--- config.mk ---
export PLATFORM = sky130hd
export DESIGN_NAME = tod_keeper
export DESIGN_NICKNAME = d
export VERILOG_FILES = /design/src/rtl/tk_pkg.sv /design/src/rtl/tk_rst_sync.sv /design/src/rtl/tk_tick_div.sv /design/src/rtl/tk_digit.sv /design/src/rtl/tk_hour24.sv /design/src/rtl/tod_keeper.sv
export SDC_FILE = /design/constraint.sdc
export NUM_CORES = 1
export LEC_CHECK = 0
export ABC_AREA = 1
export BUFFER_PORTS_ARGS = -buffer_cell sky130_fd_sc_hd__buf_4
export CAP_MARGIN = 20
export CELL_PAD_IN_SITES_DETAIL_PLACEMENT = 1
export CELL_PAD_IN_SITES_GLOBAL_PLACEMENT = 1
export CORE_MARGIN = 3
export CORE_UTILIZATION = 45
export CTS_CLUSTER_DIAMETER = 100
export DETAILED_ROUTE_END_ITERATION = 10
export HOLD_SLACK_MARGIN = 0.02
export MAX_ROUTING_LAYER = met4
export PLACE_DENSITY_LB_ADDON = 0.05
export SYNTH_ARGS = -nofsm -noshare
export SYNTH_HDL_FRONTEND = slang
export SYNTH_SLANG_ARGS = --single-unit
--- constraint.sdc ---
create_clock -name clk -period 4.05 [get_ports clk]
set_clock_uncertainty 0.2 [all_clocks]
set_input_delay 1.215 -clock clk [delete_from_list [all_inputs] [get_ports clk]]
set_output_delay 1.215 -clock clk [all_outputs]
set_load 0.03 [all_outputs]
--- src/rtl/tk_pkg.sv ---
package tk_pkg;
  localparam int UNITS_W    = 4;
  localparam int TENS60_W   = 3;
  localparam int HR_TENS_W  = 2;
  localparam int LAST_UNITS = 9;
  localparam int LAST_TENS  = 5;
  localparam int LAST_HOUR  = 23;
  localparam int BANKS      = 2;

  typedef enum logic {
    ADJ_RUN   = 1'b0,
    ADJ_ALARM = 1'b1
  } adj_target_e;
endpackage

--- src/rtl/tk_rst_sync.sv ---
module tk_rst_sync #(
  parameter int STAGES = 2
) (
  input  logic clk,
  input  logic arst_n,
  output logic srst_n
);
  logic [STAGES-1:0] pipe_q;
  logic [STAGES-1:0] pipe_d;

  always_comb begin
    pipe_d = {pipe_q[STAGES-2:0], 1'b1};
  end

  always_ff @(posedge clk or negedge arst_n) begin
    if (!arst_n) pipe_q <= '0;
    else         pipe_q <= pipe_d;
  end

  assign srst_n = pipe_q[STAGES-1];
endmodule

--- src/rtl/tk_tick_div.sv ---
module tk_tick_div #(
  parameter int DIV_BITS = 10
) (
  input  logic clk,
  input  logic rst_n,
  output logic tick
);
  logic [DIV_BITS-1:0] cnt_q;
  logic [DIV_BITS-1:0] cnt_d;

  always_comb begin
    cnt_d = cnt_q + 1'b1;
  end

  always_ff @(posedge clk or negedge rst_n) begin
    if (!rst_n) cnt_q <= '0;
    else        cnt_q <= cnt_d;
  end

  assign tick = &cnt_q;
endmodule

--- src/rtl/tk_digit.sv ---
module tk_digit #(
  parameter int W    = 4,
  parameter int LAST = 9
) (
  input  logic         clk,
  input  logic         rst_n,
  input  logic         en,
  output logic [W-1:0] value,
  output logic         at_last
);
  logic [W-1:0] val_q;
  logic [W-1:0] val_d;

  assign at_last = (val_q == W'(LAST));

  always_comb begin
    val_d = val_q;
    if (en) val_d = at_last ? '0 : val_q + 1'b1;
  end

  always_ff @(posedge clk or negedge rst_n) begin
    if (!rst_n) val_q <= '0;
    else        val_q <= val_d;
  end

  assign value = val_q;
endmodule

--- src/rtl/tk_hour24.sv ---
module tk_hour24
  import tk_pkg::*;
#(
  parameter int LAST = LAST_HOUR
) (
  input  logic                 clk,
  input  logic                 rst_n,
  input  logic                 en,
  output logic [UNITS_W-1:0]   ones,
  output logic [HR_TENS_W-1:0] tens
);
  localparam logic [UNITS_W-1:0]   LAST_O = UNITS_W'(LAST % 10);
  localparam logic [HR_TENS_W-1:0] LAST_T = HR_TENS_W'(LAST / 10);

  logic [UNITS_W-1:0]   ones_q, ones_d;
  logic [HR_TENS_W-1:0] tens_q, tens_d;
  logic                 day_end;
  logic                 ones_end;

  assign day_end  = (tens_q == LAST_T) && (ones_q == LAST_O);
  assign ones_end = (ones_q == UNITS_W'(LAST_UNITS));

  always_comb begin
    ones_d = ones_q;
    tens_d = tens_q;
    if (en) begin
      if (day_end) begin
        ones_d = '0;
        tens_d = '0;
      end else if (ones_end) begin
        ones_d = '0;
        tens_d = tens_q + 1'b1;
      end else begin
        ones_d = ones_q + 1'b1;
      end
    end
  end

  always_ff @(posedge clk or negedge rst_n) begin
    if (!rst_n) begin
      ones_q <= '0;
      tens_q <= '0;
    end else begin
      ones_q <= ones_d;
      tens_q <= tens_d;
    end
  end

  assign ones = ones_q;
  assign tens = tens_q;
endmodule

--- src/rtl/tod_keeper.sv ---
module tod_keeper
  import tk_pkg::*;
#(
  parameter int DIV_BITS    = 10,
  parameter int SYNC_STAGES = 2
) (
  input  logic                 clk,
  input  logic                 rst_n,
  input  logic                 mode_alarm,
  input  logic                 min_btn_n,
  input  logic                 hr_btn_n,
  input  logic                 sec_clr_n,
  output logic                 sec_tick,
  output logic [UNITS_W-1:0]   sec_ones,
  output logic [TENS60_W-1:0]  sec_tens,
  output logic [UNITS_W-1:0]   min_ones,
  output logic [TENS60_W-1:0]  min_tens,
  output logic [UNITS_W-1:0]   hr_ones,
  output logic [HR_TENS_W-1:0] hr_tens,
  output logic [UNITS_W-1:0]   al_min_ones,
  output logic [TENS60_W-1:0]  al_min_tens,
  output logic [UNITS_W-1:0]   al_hr_ones,
  output logic [HR_TENS_W-1:0] al_hr_tens
);
  // bank 0 = running time, bank 1 = alarm setting
  localparam int RUN = 0;
  localparam int ALM = 1;

  logic core_rst_n;
  logic sec_arst_n;
  logic sec_rst_n;
  logic tick;

  logic so_last, st_last, sec_at_59;
  logic min_key, hr_key;
  adj_target_e target;

  logic [BANKS-1:0] min_step;
  logic [BANKS-1:0] hr_step;
  logic [BANKS-1:0] mo_last;
  logic [BANKS-1:0] mt_last;
  logic [BANKS-1:0][UNITS_W-1:0]   mo_v;
  logic [BANKS-1:0][TENS60_W-1:0]  mt_v;
  logic [BANKS-1:0][UNITS_W-1:0]   ho_v;
  logic [BANKS-1:0][HR_TENS_W-1:0] ht_v;

  // reset release paths: whole block, and seconds only
  assign sec_arst_n = rst_n & sec_clr_n;

  tk_rst_sync #(.STAGES(SYNC_STAGES)) u_core_sync (
    .clk(clk), .arst_n(rst_n), .srst_n(core_rst_n)
  );

  tk_rst_sync #(.STAGES(SYNC_STAGES)) u_sec_sync (
    .clk(clk), .arst_n(sec_arst_n), .srst_n(sec_rst_n)
  );

  tk_tick_div #(.DIV_BITS(DIV_BITS)) u_div (
    .clk(clk), .rst_n(core_rst_n), .tick(tick)
  );

  // seconds
  tk_digit #(.W(UNITS_W), .LAST(LAST_UNITS)) u_sec_o (
    .clk(clk), .rst_n(sec_rst_n), .en(tick),
    .value(sec_ones), .at_last(so_last)
  );

  tk_digit #(.W(TENS60_W), .LAST(LAST_TENS)) u_sec_t (
    .clk(clk), .rst_n(sec_rst_n), .en(tick & so_last),
    .value(sec_tens), .at_last(st_last)
  );

  assign sec_at_59 = so_last & st_last;

  // step enables
  assign target  = adj_target_e'(mode_alarm);
  assign min_key = ~min_btn_n;
  assign hr_key  = ~hr_btn_n;

  always_comb begin
    min_step[RUN] = tick & (((target == ADJ_RUN) & min_key) | sec_at_59);
    hr_step[RUN]  = tick & (((target == ADJ_RUN) & hr_key)
                            | (sec_at_59 & mo_last[RUN] & mt_last[RUN]));
    min_step[ALM] = tick & (target == ADJ_ALARM) & min_key;
    hr_step[ALM]  = tick & (target == ADJ_ALARM) & hr_key;
  end

  // minute and hour counters, one set per bank
  for (genvar b = 0; b < BANKS; b++) begin : g_bank
    tk_digit #(.W(UNITS_W), .LAST(LAST_UNITS)) u_min_o (
      .clk(clk), .rst_n(core_rst_n), .en(min_step[b]),
      .value(mo_v[b]), .at_last(mo_last[b])
    );

    tk_digit #(.W(TENS60_W), .LAST(LAST_TENS)) u_min_t (
      .clk(clk), .rst_n(core_rst_n), .en(min_step[b] & mo_last[b]),
      .value(mt_v[b]), .at_last(mt_last[b])
    );

    tk_hour24 #(.LAST(LAST_HOUR)) u_hour (
      .clk(clk), .rst_n(core_rst_n), .en(hr_step[b]),
      .ones(ho_v[b]), .tens(ht_v[b])
    );
  end

  assign sec_tick    = tick;
  assign min_ones    = mo_v[RUN];
  assign min_tens    = mt_v[RUN];
  assign hr_ones     = ho_v[RUN];
  assign hr_tens     = ht_v[RUN];
  assign al_min_ones = mo_v[ALM];
  assign al_min_tens = mt_v[ALM];
  assign al_hr_ones  = ho_v[ALM];
  assign al_hr_tens  = ht_v[ALM];
endmodule

==> flow_metrics.py <==
metrics = {
    "logic_synthesis": {
        "synthesis.instances": 273,
        "synth_edf_count": 0,
        "synth-xor-area-share_pct": 8.43,
        "synth-compound-area-share_pct": 6.16,
        "synth_top_family_by_area": "simple AND/OR/NAND/NOR gates",
        "avgSynthCellArea_um2": 8.70,
        "yosys.area_share.simple_pct": 25.9,
        "ys_seq_area_share_pct": 49.5,
        "ys_ff_latch": 47,
        "syn_area_um2": 2380,
        "yosysWarningCount": 0,
        "synth_fa_ha_area_share_pct": 2.63,
        "synth.area.mux_share_pct": 0,
        "ys_types": 26,
        "synthArstFlopShare_pct": 100,
        "dominantRegCellSynth": "dfrtp_1",
    },
    "worst_setup_path": {
        "endpoint_kind": "output port",
        "crit_type": "flip-flop to output port",
        "rr_endpoint": "g_bank[1].u_min_t.value[0]$_DFFE_PN0P_",
        "crit_family": "simple AND/OR/NAND/NOR gates",
        "worstPathMaxFanout": 10,
        "critPathBufInv": 2,
        "timing.rr.start": "u_div.cnt_q[0]$_DFF_PN0_",
        "path_cells": "ha_1 > nand2_1 > nor2_4 > nand3_4 > inv_4 > buf_4",
        "cpPeakStageDelay_ps": 370,
        "setup.worst_path.start_class": "flip-flop",
        "worst_ep_required_time_ps": 2630,
        "arrival_ps": 1650,
        "crit_slowest_cell": "dfrtp_1",
        "ff2ff_path_depth": 8,
        "reg2reg_slack_ps": 2040,
    },
    "sta": {
        "hold_slack_ps": 110,
        "setup_viol": 0,
        "slew_violations": 0,
        "max_freq_mhz": 326,
        "finalSetupTns_ps": 0,
        "period_share_pct": 75.7,
        "post-route-min-period_ps": 3070,
        "finalHoldViolations": 0,
        "rsz0062_at_grt": "no",
        "setup_slack_ps": 985,
        "tightestPinTransition_ps": 605,
        "slew_headroom_pct": 59.6,
    },
    "final_layout": {
        "fillers": 610,
        "drive_gt1_share_pct": 19.3,
        "fin_area_um2": 2870,
        "instances_no_fill": 388,
        "n_antenna_cell": 0,
        "utilization_pct": 58.4,
        "area_growth_syn_to_layout_pct": 20.7,
        "final_net_count": 332,
    },
    "die": {
        "num_io_pins": 40,
        "dieHeight_um": 78.7,
        "rows": 25,
        "die_w_um": 78.7,
        "fp.dieArea_um2": 6190,
        "start_util_pct": 48.4,
        "core_um2": 4910,
    },
    "drt": {
        "num_vias": 1926,
        "via_per_inst": 4.96,
        "wirelength_mm": 5.20,
        "wl_per_cell_um": 13.4,
        "dr.pass1.iters": 4,
        "dr.first_iter.drc_count": 67,
        "drc_errors": 0,
        "ant_nets": 0,
    },
    "place": {
        "dp_slack_ps": 1310,
        "portBuffers": 39,
        "post-dp-hpwl_mm": 3.93,
        "gp_congestion": 0.776,
        "placed_cell_area_um2": 2750,
        "dp.cells": 380,
    },
    "clock_tree": {
        "cts.sinks": 47,
        "clk_path_buf_depth": 2,
        "cts_tree": "done",
        "numCtsBuffers": 5,
        "insertion_delay_ps": 300,
        "cts-root-buf": "clkbuf_8",
        "path_clk_slew_ps": 90,
        "htreeDepth": 2,
    },
    "global_routing": {
        "grt_max_degree": 37,
        "grt_pass1_wl_mm": 9.33,
        "grt_pass1_vias": 2051,
        "antenna_found_initial": 0,
        "grt_usage_pct": 19.6,
        "grt_overflow": 0,
    },
    "worst_hold_path": {
        "hp-class": "flip-flop to asynchronous set/reset pin",
    },
    "job": {
        "cap_violations": 0,
    },
    "power_and_ir_drop": {
        "powerDensity_nw_per_um2": 313,
        "totalPowerFinal_mw": 0.897,
        "p_leak_nw": 1.44,
        "vdd_ir_drop_max_v": 0.000184,
    },
    "outcome": {
        "status": "finished clean",
    },
}
-- timing repair --
item | in CTS | in global routing
hold buffers | 1 | 0
resized for setup | 0 | 0
endpoints found under the hold margin | 7 | 0
buffers inserted | 0 | 0
-- layout make-up --
| type | count | area, um^2 | share of cell area, % |
|---|---|---|---|
| multi-input cells | 184 | 1030 | 36.0 |
| repair buffers | 41 | 310 | 10.8 |
| clock inverters | 2 | 37.5 | 1.31 |
| inverters | 42 | 160 | 5.58 |
| flip-flops and latches | 47 | 1180 | 41.0 |
| well taps | 67 | 83.8 | 2.92 |
| clock buffers | 5 | 68.8 | 2.40 |
-- sequential cells by signal, indices dropped and copies added (netlist names) --
name / flops
g_bank.u_min_o.value: 8
g_bank.u_hour.ones: 8
u_sec_o.value: 4
u_core_sync.pipe_q: 2
u_sec_t.value: 3
g_bank.u_hour.tens: 4
g_bank.u_min_t.value: 6
u_sec_sync.pipe_q: 2
u_div.cnt_q: 10
-- power breakdown --
part           switching, mW  internal, mW
Combinational         0.0462        0.0253
Sequential           0.00950         0.478
Clock                  0.158         0.181
-- cells in the mapped netlist (2+ instances only) --
| cell | number | share of area (%) |
|---|---|---|
| nand2_1 | 58 | 9.2 |
| dfrtp_1 | 47 | 49 |
| inv_1 | 40 | 6.3 |
| nand3_1 | 25 | 5.3 |
| nor2_1 | 24 | 3.8 |
| o21ai_0 | 24 | 5.1 |
| xor2_1 | 17 | 6.3 |
| ha_1 | 5 | 2.6 |
| nand4_1 | 5 | 1.3 |
| xnor2_1 | 4 | 1.5 |
| nand2_2 | 3 | 0.79 |
| nand3_4 | 2 | 1.5 |
| nand3b_1 | 2 | 0.63 |
| nor2_4 | 2 | 0.95 |
| nor3_4 | 2 | 1.4 |
| nor3b_1 | 2 | 0.63 |
| o21ai_1 | 2 | 0.42 |
-- cell families after synthesis --
group                    count (synthesis)
flip-flops                              47
XOR/XNOR                                22
buffers and inverters                   43
other                                    1
AND/OR/NAND/NOR                        127
AO/OA/AOI/OAI                           28
adder cells (fa/ha/maj)                  5
-- per-layer routing --
layer,vias up,wire (um),GRT usage [%]
met5,-,0,-
met4,0,80,6.29
met3,8,266,5.50
met2,33,2570,32.4
met1,935,2290,23.0
li1,950,-,-
-- how the worst max path moves through the flow --
stage | from | to | slack, ps | depth (start not counted)
floorplan | u_div.cnt_q[0]$_DFF_PN0_ | sec_tick | 1540 | 5
global placement | u_div.cnt_q[0]$_DFF_PN0_ | sec_tick | 1350 | 6
detailed placement | u_div.cnt_q[0]$_DFF_PN0_ | sec_tick | 1310 | 6
CTS | u_div.cnt_q[0]$_DFF_PN0_ | sec_tick | 960 | 6
global route | u_div.cnt_q[0]$_DFF_PN0_ | sec_tick | 850 | 6
finish | u_div.cnt_q[0]$_DFF_PN0_ | sec_tick | 980 | 6
-- cell usage in the layout (no fill, tap or decap), drive strengths merged, types with 4 or more instances in the layout --
cell type	instances
clkbuf	5
xnor2	4
nand3	27
nand2	61
o21ai	26
nand4	5
xor2	18
nor2	27
dfrtp	47
ha	5
inv	42
buf	40
Power figures use the tool's default switching activity.
